$ cat config.mk
export PLATFORM = sky130hd
export DESIGN_NAME = dual_table_ram
export DESIGN_NICKNAME = d
export VERILOG_FILES = /design/src/rtl/dual_table_ram.sv
export SDC_FILE = /design/constraint.sdc
export NUM_CORES = 1
export LEC_CHECK = 0
export ABC_CLOCK_PERIOD_IN_PS = 2700
export BUFFER_PORTS_ARGS = -buffer_cell sky130_fd_sc_hd__buf_2
export CORE_MARGIN = 8
export CORE_UTILIZATION = 60
export CTS_BUF_LIST = sky130_fd_sc_hd__clkbuf_4
export CTS_CLUSTER_SIZE = 8
export DETAILED_ROUTE_END_ITERATION = 7
export PLACE_DENSITY = 0.81
export SLEW_MARGIN = 15
export SYNTH_ARGS = -nofsm -noshare
export SYNTH_HDL_FRONTEND = slang
export SYNTH_SLANG_ARGS = --single-unit
$ cat constraint.sdc
create_clock -name clk -period 2.7 [get_ports clk]
set_input_delay 0.27 -clock clk [delete_from_list [all_inputs] [get_ports clk]]
set_output_delay 0.27 -clock clk [all_outputs]
set_load 0.05 [all_outputs]
$ cat src/rtl/dual_table_ram.sv
module dual_table_ram #(
  parameter int DEPTH = 16,
  parameter int AW    = $clog2(DEPTH)
) (
  input  logic          clk,
  input  logic          rst_n,
  input  logic [1:0]    cfg_org,
  input  logic          cfg_level,
  input  logic          we,
  input  logic          ce,
  input  logic          d0,
  input  logic          d1,
  input  logic [AW-1:0] addr_a,
  input  logic [AW-1:0] addr_b,
  output logic          rd_f,
  output logic          rd_g
);

  logic [DEPTH-1:0] tbl_f, tbl_g;

  wire is_dual  = cfg_org[1];
  wire is_wide  = (cfg_org == 2'b01);
  wire level_on = cfg_level & ~is_dual;
  wire wr_go    = we & (level_on | ce);
  wire follow   = level_on & we;

  always_ff @(posedge clk or negedge rst_n) begin
    if (!rst_n) begin
      tbl_f <= '0;
      tbl_g <= '0;
    end else if (wr_go) begin
      if (is_dual) begin
        tbl_f[addr_a] <= d0;
        tbl_g[addr_a] <= d0;
      end else if (is_wide) begin
        if (d1) tbl_g[addr_a] <= d0;
        else    tbl_f[addr_a] <= d0;
      end else begin
        tbl_f[addr_a] <= d0;
        tbl_g[addr_a] <= d1;
      end
    end
  end

  wire f_cell = tbl_f[addr_a];
  wire g_cell = tbl_g[addr_a];
  wire m_cell = tbl_g[addr_b];

  assign rd_f = is_dual ? f_cell
              : follow  ? d0
              : (is_wide && d1) ? g_cell : f_cell;

  assign rd_g = is_dual ? m_cell
              : is_wide ? 1'b0
              : follow  ? d1 : g_cell;

  AST_PAIR_WRITE_LANDS: assert property (@(posedge clk) disable iff (!rst_n)
    (cfg_org == 2'b00 && wr_go) |=> (tbl_f[$past(addr_a)] == $past(d0) && tbl_g[$past(addr_a)] == $past(d1)));

  AST_WIDE_OTHER_UNTOUCHED: assert property (@(posedge clk) disable iff (!rst_n)
    (is_wide && wr_go && !d1) |=> $stable(tbl_g));

  AST_MIRROR_MATCH: assert property (@(posedge clk) disable iff (!rst_n)
    (is_dual && wr_go) |=> (tbl_f[$past(addr_a)] == tbl_g[$past(addr_a)]));

  AST_NO_WRITE_BLOCKED: assert property (@(posedge clk) disable iff (!rst_n)
    (!level_on && !(we && ce)) |=> ($stable(tbl_f) && $stable(tbl_g)));

  AST_LEVEL_FOLLOWS: assert property (@(posedge clk) disable iff (!rst_n)
    (cfg_level && we && cfg_org == 2'b00) |-> (rd_f == d0 && rd_g == d1));

  AST_DUAL_IGNORES_LEVEL: assert property (@(posedge clk) disable iff (!rst_n)
    (is_dual && cfg_level && we && !ce) |=> ($stable(tbl_f) && $stable(tbl_g)));

endmodule

==> impl_metrics.env, run 1 <==
export IMPL_status="completed"
export IMPL_synth_flop_cell="dfrtp_1"
export IMPL_grt_usage_pct=18.0
export IMPL_cp_end_kind="primary output"
export IMPL_setup_viol=0
export IMPL_worst_path_largest_cell_delay_ns=0.43
export IMPL_nets=208
export IMPL_grt_overflow=0
export IMPL_core_area_sq_um=3080
export IMPL_cp_max_fo=3
export IMPL_avgSynthCellArea_sq_um=11.1
export IMPL_max_cap_violations=0
export IMPL_period_minus_slack_ns=2.28
export IMPL_die_h_um=72.9
export IMPL_ys_warnings_count=0
export IMPL_synthTopCellsByArea="dfrtp_1 (41%), mux2_2 (19%), mux4_1 (6.8%), nor2_1 (6.6%), mux4_2 (4.6%)"
export IMPL_dp_cells=227
export IMPL_hold_violations=0
export IMPL_p_per_area_nw_per_um2=634
export IMPL_synth_cells=175
export IMPL_ys_ff_latch=32
export IMPL_yosysSeqAreaShare_pct=41.3
export IMPL_dr_wl_met3_um=257
export IMPL_final_max_slew_viol_count=0
export IMPL_cp_data_arrival_time_ns=2.01
export IMPL_cts_buffers=5
export IMPL_synth_top_area_share_pct=41.3
export IMPL_switchingPower_mw=0.391
export IMPL_post_drt_wl_per_cell_um=17.7
export IMPL_cellLeakagePower_nw=0.937
export IMPL_clockBufferDepth=2
export IMPL_cts_tree="built"
export IMPL_path_clk_slew_ns=0.11
export IMPL_rows=20
export IMPL_initial_utilization_pct=63.0
export IMPL_intPower_mw=0.958
export IMPL_synth_most_common_cell="nor2_1"
export IMPL_synthTopCellsByCount="nor2_1 (34), mux2_2 (33), dfrtp_1 (32)"
export IMPL_syn_nets=192
export IMPL_die_x_um=72.9
export IMPL_post_route_period_util_pct=84.3
export IMPL_cp_data_required_time_ns=2.43
export IMPL_ys_async_sr_fraction_pct=100
export IMPL_drt_vias_per_instance=5.97
export IMPL_drtAntennaViolNets=0
export IMPL_critical_path_class="flip-flop to primary output"
export IMPL_setup_ws_ns=0.423
export IMPL_hp_class="primary input to flip-flop"
export IMPL_routed_wl_mm=4.18
export IMPL_vias=1410
export IMPL_drt_iter0_drc=114
export IMPL_grt_pass1_vias=1541
export IMPL_syn2layout_area_growth_pct=9.54
export IMPL_clock_latency_ns=0.33
export IMPL_slew_limit_headroom_pct=52.9
export IMPL_clock_sinks=32
export IMPL_syn_cell_area_sq_um=1940
export IMPL_post_route_cell_area_sq_um=2130
export IMPL_cp_slowest_cell="a2111oi_0"
export IMPL_clock_skew_ns=0
export IMPL_ctsResizeCount=0
export IMPL_ios=19
export IMPL_power_share_sequential_pct=48.9
export IMPL_grt_max_degree=33
export IMPL_cts_root_buf="clkbuf_4"
export IMPL_ir_worst_vdd_mv=0.349
export IMPL_pre_cts_ws_ns=0.571
export IMPL_max_freq_mhz=439
export IMPL_wl_met2_mm=2.03
export IMPL_place_congestion=0.900
export IMPL_holdWs_ns=0.401
export IMPL_antenna_found_initial=0
export IMPL_finalSetupTns_ns=0
export IMPL_power_frac_comb_pct=23.9
export IMPL_swShare_pct=29.0
export IMPL_final_util_pct=69.1
export IMPL_postCtsSetupRepairBufs=0
export IMPL_power_total_mw=1.35
export IMPL_dr_max_layer_used="met4"
export IMPL_tightest_slew_ns=0.707
export IMPL_synth_edf_count=0
export IMPL_hpwl_mm=3.13
export IMPL_n_antenna_cell=0
export IMPL_cp_cell_sequence="nor2b_1, a2111oi_0, nor3b_1, a31oi_1, o31ai_1, buf_2"
export IMPL_wl_met1_mm=1.84
export IMPL_grt_pass1_wl_mm=7.36
export IMPL_htree_num_levels=2
export IMPL_worst_setup_path_start_kind="flip-flop"
export IMPL_place_port_buffers=18
export IMPL_drive_gt1_share_pct=34.9
export IMPL_fin_cells=236
export IMPL_synth_cell_types=29
export IMPL_grt_setup_unrepaired="no"
export IMPL_place_area_sq_um=2040
export IMPL_pwr_share_clk_pct=27.3
export IMPL_yosys_area_top_type="dfrtp_1"
export IMPL_firstDrtPassIters=4
export IMPL_ctsHoldBuffers=1
export IMPL_drc=0
export IMPL_dieArea_sq_um=5310
layout by cell type, fill, tap and decap left out, drive strengths merged, types with 3 or more instances in the layout:
cell type,count
a2111oi,3
buf,19
clkbuf,5
dfrtp,32
inv,4
mux2,34
mux2i,4
mux4,9
nand2,12
nand2b,6
nand3,3
nor2,34
nor2b,5
registers in the layout (all words and copies together), names as in the netlist:
name   cells
tbl_f     16
tbl_g     16
area by class of cell:
class / instances / area (sq um)
flip-flops and latches: 32 / 801
multi-input cells: 128 / 1070
clock buffers: 5 / 37.5
clock inverters: 3 / 42.5
inverters: 4 / 15.0
fillers: 239 / 952
well taps: 44 / 55.1
repair buffers: 20 / 108
kinds of logic after synthesis:
kind of cell	Yosys count	share of synthesized area, %
buffers and inverters	15	3.74
AND/OR/NAND/NOR	68	16.2
multiplexers	47	33.2
AO/OA/AOI/OAI	13	5.61
flip-flops	32	41.3
power by group through the flow:
stage | sequential, mW | clock (mW) | combinational [mW]
3_3_place_gp | 0.658 | 0 | 0.307
3_5_place_dp | 0.666 | 0 | 0.324
6_report | 0.659 | 0.368 | 0.322
5_1_grt | 0.671 | 0.394 | 0.352
2_1_floorplan | 0.633 | 0 | 0.256
4_1_cts | 0.658 | 0.370 | 0.325
critical path: cells and delay by family, from the launching register on:
family / cells / cell delay [ns]
AOI/OAI and AO/OA: 3 / 0.78
and+or+nand+nor: 2 / 0.24
buffers and inverters: 1 / 0.22
DFF: 1 / 0.42
routing by layer:
metal,track usage [%],vias to the layer above
li1,-,663
met1,21.9,709
met2,29.0,31
met3,6.46,7
met4,5.33,0
met5,0,-
final timing paths:
| path | start | end | slack [ns] | cells past startpoint |
|---|---|---|---|---|
| worst max-delay path | tbl_g[0]$_DFFE_PN0P_ | rd_g | 0.42 | 6 |
| worst min-delay path | d0 | tbl_f[10]$_DFFE_PN0P_ | 0.40 | 2 |
| worst max register to register | tbl_g[10]$_DFFE_PN0P_ | tbl_g[10]$_DFFE_PN0P_ | 1.89 | 1 |
| worst min register to register | tbl_f[6]$_DFFE_PN0P_ | tbl_f[6]$_DFFE_PN0P_ | 0.53 | 1 |
| max in group asynchronous | rst_n | tbl_f[6]$_DFFE_PN0P_ | 1.74 | 2 |
| min in group asynchronous | rst_n | tbl_g[14]$_DFFE_PN0P_ | 0.50 | 2 |
Note: power is estimated with default switching activity, not from simulation.
==> run 2: changes to the inputs <==
--- a/config.mk
+++ b/config.mk
@@ -5,14 +5,14 @@
 export SDC_FILE = /design/constraint.sdc
 export NUM_CORES = 1
 export LEC_CHECK = 0
-export ABC_CLOCK_PERIOD_IN_PS = 2700
+export ABC_CLOCK_PERIOD_IN_PS = 1900
 export BUFFER_PORTS_ARGS = -buffer_cell sky130_fd_sc_hd__buf_2
 export CORE_MARGIN = 8
-export CORE_UTILIZATION = 60
+export CORE_UTILIZATION = 55
 export CTS_BUF_LIST = sky130_fd_sc_hd__clkbuf_4
 export CTS_CLUSTER_SIZE = 8
 export DETAILED_ROUTE_END_ITERATION = 7
-export PLACE_DENSITY = 0.81
+export PLACE_DENSITY = 0.78
 export SLEW_MARGIN = 15
 export SYNTH_ARGS = -nofsm -noshare
 export SYNTH_HDL_FRONTEND = slang
==> constraint.sdc (replaced) <==
create_clock -name clk -period 1.9 [get_ports clk]
set_input_delay 0.19 -clock clk [delete_from_list [all_inputs] [get_ports clk]]
set_output_delay 0.19 -clock clk [all_outputs]
set_load 0.05 [all_outputs]
==> impl_metrics.env, run 2 (synthesis results as in run 1) <==
export IMPL_drtAntennaViolNets=0
export IMPL_dieArea_sq_um=5690
export IMPL_drive_gt1_share_pct=38.9
export IMPL_routed_wl_mm=4.58
export IMPL_drt_vias_per_instance=6.05
export IMPL_tightest_slew_ns=0.708
export IMPL_grt_pass1_wl_mm=7.85
export IMPL_clock_sinks=32
export IMPL_violations="negative setup slack"
export IMPL_worst_path_largest_cell_delay_ns=0.50
export IMPL_ir_worst_vdd_mv=0.445
export IMPL_setup_ws_ns=-0.269
export IMPL_grt_max_degree=33
export IMPL_critical_path_class="flip-flop to primary output"
export IMPL_n_fill_cell=302
export IMPL_firstDrtPassIters=4
export IMPL_ios=19
export IMPL_period_minus_slack_ns=2.17
export IMPL_post_drt_wl_per_cell_um=18.8
export IMPL_core_area_sq_um=3360
export IMPL_hold_violations=0
export IMPL_multi_input_area_sq_um=1080
export IMPL_slew_limit_headroom_pct=52.8
export IMPL_layout_commonest_cell="nor2_1"
export IMPL_place_port_buffers=18
export IMPL_nets=214
export IMPL_cts_tree="built"
export IMPL_worstSetupStartpoint="tbl_g[7]$_DFFE_PN0P_"
export IMPL_cellLeakagePower_nw=0.936
export IMPL_final_max_slew_viol_count=0
export IMPL_post_route_period_util_pct=114
export IMPL_cts_root_buf="clkbuf_4"
export IMPL_grt_setup_unrepaired="yes"
export IMPL_hpwl_mm=3.40
export IMPL_n_antenna_cell=0
export IMPL_antenna_found_initial=0
export IMPL_drc=0
export IMPL_vias=1477
export IMPL_grt_usage_pct=18.7
export IMPL_r2r_start="tbl_g[7]$_DFFE_PN0P_"
export IMPL_post_route_cell_area_sq_um=2170
export IMPL_die_x_um=75.4
export IMPL_drt_iter0_drc=133
export IMPL_p_per_area_nw_per_um2=850
export IMPL_initial_utilization_pct=57.7
export IMPL_cp_cell_sequence="mux4_2, nand3b_1, nand4_1, mux2i_2, o31ai_4, buf_6"
export IMPL_holdWs_ns=0.338
export IMPL_clockBufferDepth=2
export IMPL_hp_class="primary input to flip-flop"
export IMPL_clock_latency_ns=0.33
export IMPL_syn2layout_area_growth_pct=11.7
export IMPL_most_common_layout_cells="nor2_1 (34), mux2_2 (32), dfrtp_1 (32), buf_2 (16), nand2_1 (12)"
export IMPL_cp_data_required_time_ns=1.71
export IMPL_pre_cts_ws_ns=-0.0435
export IMPL_hold_path_startpoint="d0"
export IMPL_max_cap_violations=0
export IMPL_critPathBufInv=1
export IMPL_status="finished with violations"
export IMPL_rows=21
export IMPL_crit_family="multiplexers"
export IMPL_cp_slowest_cell="mux4_2"
export IMPL_grt_pass1_vias=1566
export IMPL_place_congestion=0.906
export IMPL_die_h_um=75.4
export IMPL_final_seq_area_sq_um=801
export IMPL_htree_num_levels=2
export IMPL_place_area_sq_um=2090
export IMPL_cp_max_fo=3
export IMPL_max_freq_mhz=461
export IMPL_cp_data_arrival_time_ns=1.98
export IMPL_cp_end_kind="primary output"
export IMPL_finalSetupTns_ns=-0.517
export IMPL_clock_skew_ns=0
export IMPL_reg_top3="tbl_f: 16 flops, tbl_g: 16 flops"
export IMPL_setup_viol=2
export IMPL_grt_overflow=0
export IMPL_worst_setup_path_start_kind="flip-flop"
export IMPL_cts_buffers=5
export IMPL_path_clk_slew_ns=0.11
run 2: per-layer routing:
metal  up-vias  wire length, um  GRT usage, %
met1       728             1800          22.8
li1        670                -             -
met2        61             2170          28.3
met3        18              451          6.71
met4         0              146          9.81
met5         -                0             0
run 2: final timing paths:
path	end	slack (ns)	cells past startpoint
min in group asynchronous	tbl_f[8]$_DFFE_PN0P_	0.42	2
max in group asynchronous	tbl_f[6]$_DFFE_PN0P_	1.02	2
min	tbl_f[11]$_DFFE_PN0P_	0.34	2
min reg2reg	tbl_f[1]$_DFFE_PN0P_	0.52	1
max reg2reg	tbl_g[7]$_DFFE_PN0P_	0.93	2
max	rd_g	-0.27	6
run 2: report_power, final:
part	switching (mW)	internal [mW]	total [mW]	leakage, nW
logic	0.218	0.289	0.507	0.503
registers	0.113	0.831	0.944	0.409
clock network	0.252	0.139	0.391	0.0249
run 2: through the flow:
stage	power (mW)	utilization [%]	instances
detailed placement	1.43	62.1	234
CTS	1.85	64.4	244
global route	1.94	64.5	244
floorplan	1.27	-	175
finish	1.84	64.5	244
global placement	1.39	62.1	234
run 2: worst reg2reg max path, delay by kind of cell (launching register included):
kind                   cells  cell delay (ns)
multiplexers               1             0.26
buffers and inverters      1             0.15
flip-flops                 1             0.45
run 2: what timing repair did:
item                                   CTS  global route
endpoints found under the hold margin   32             0
hold buffers                             1             0
gates resized for setup                  7             1
setup endpoints to repair                2             2
setup buffers                            1             0
cloned                                   0             0
run 2: layout make-up:
cell class	instances	area share, %
Clock buffer	5	1.73
Clock inverter	3	0.866
Inverter	4	0.692
Timing Repair Buffer	26	7.44
Multi-Input combinational cell	128	49.7
Sequential cell	32	36.9
Tap cell	46	2.65
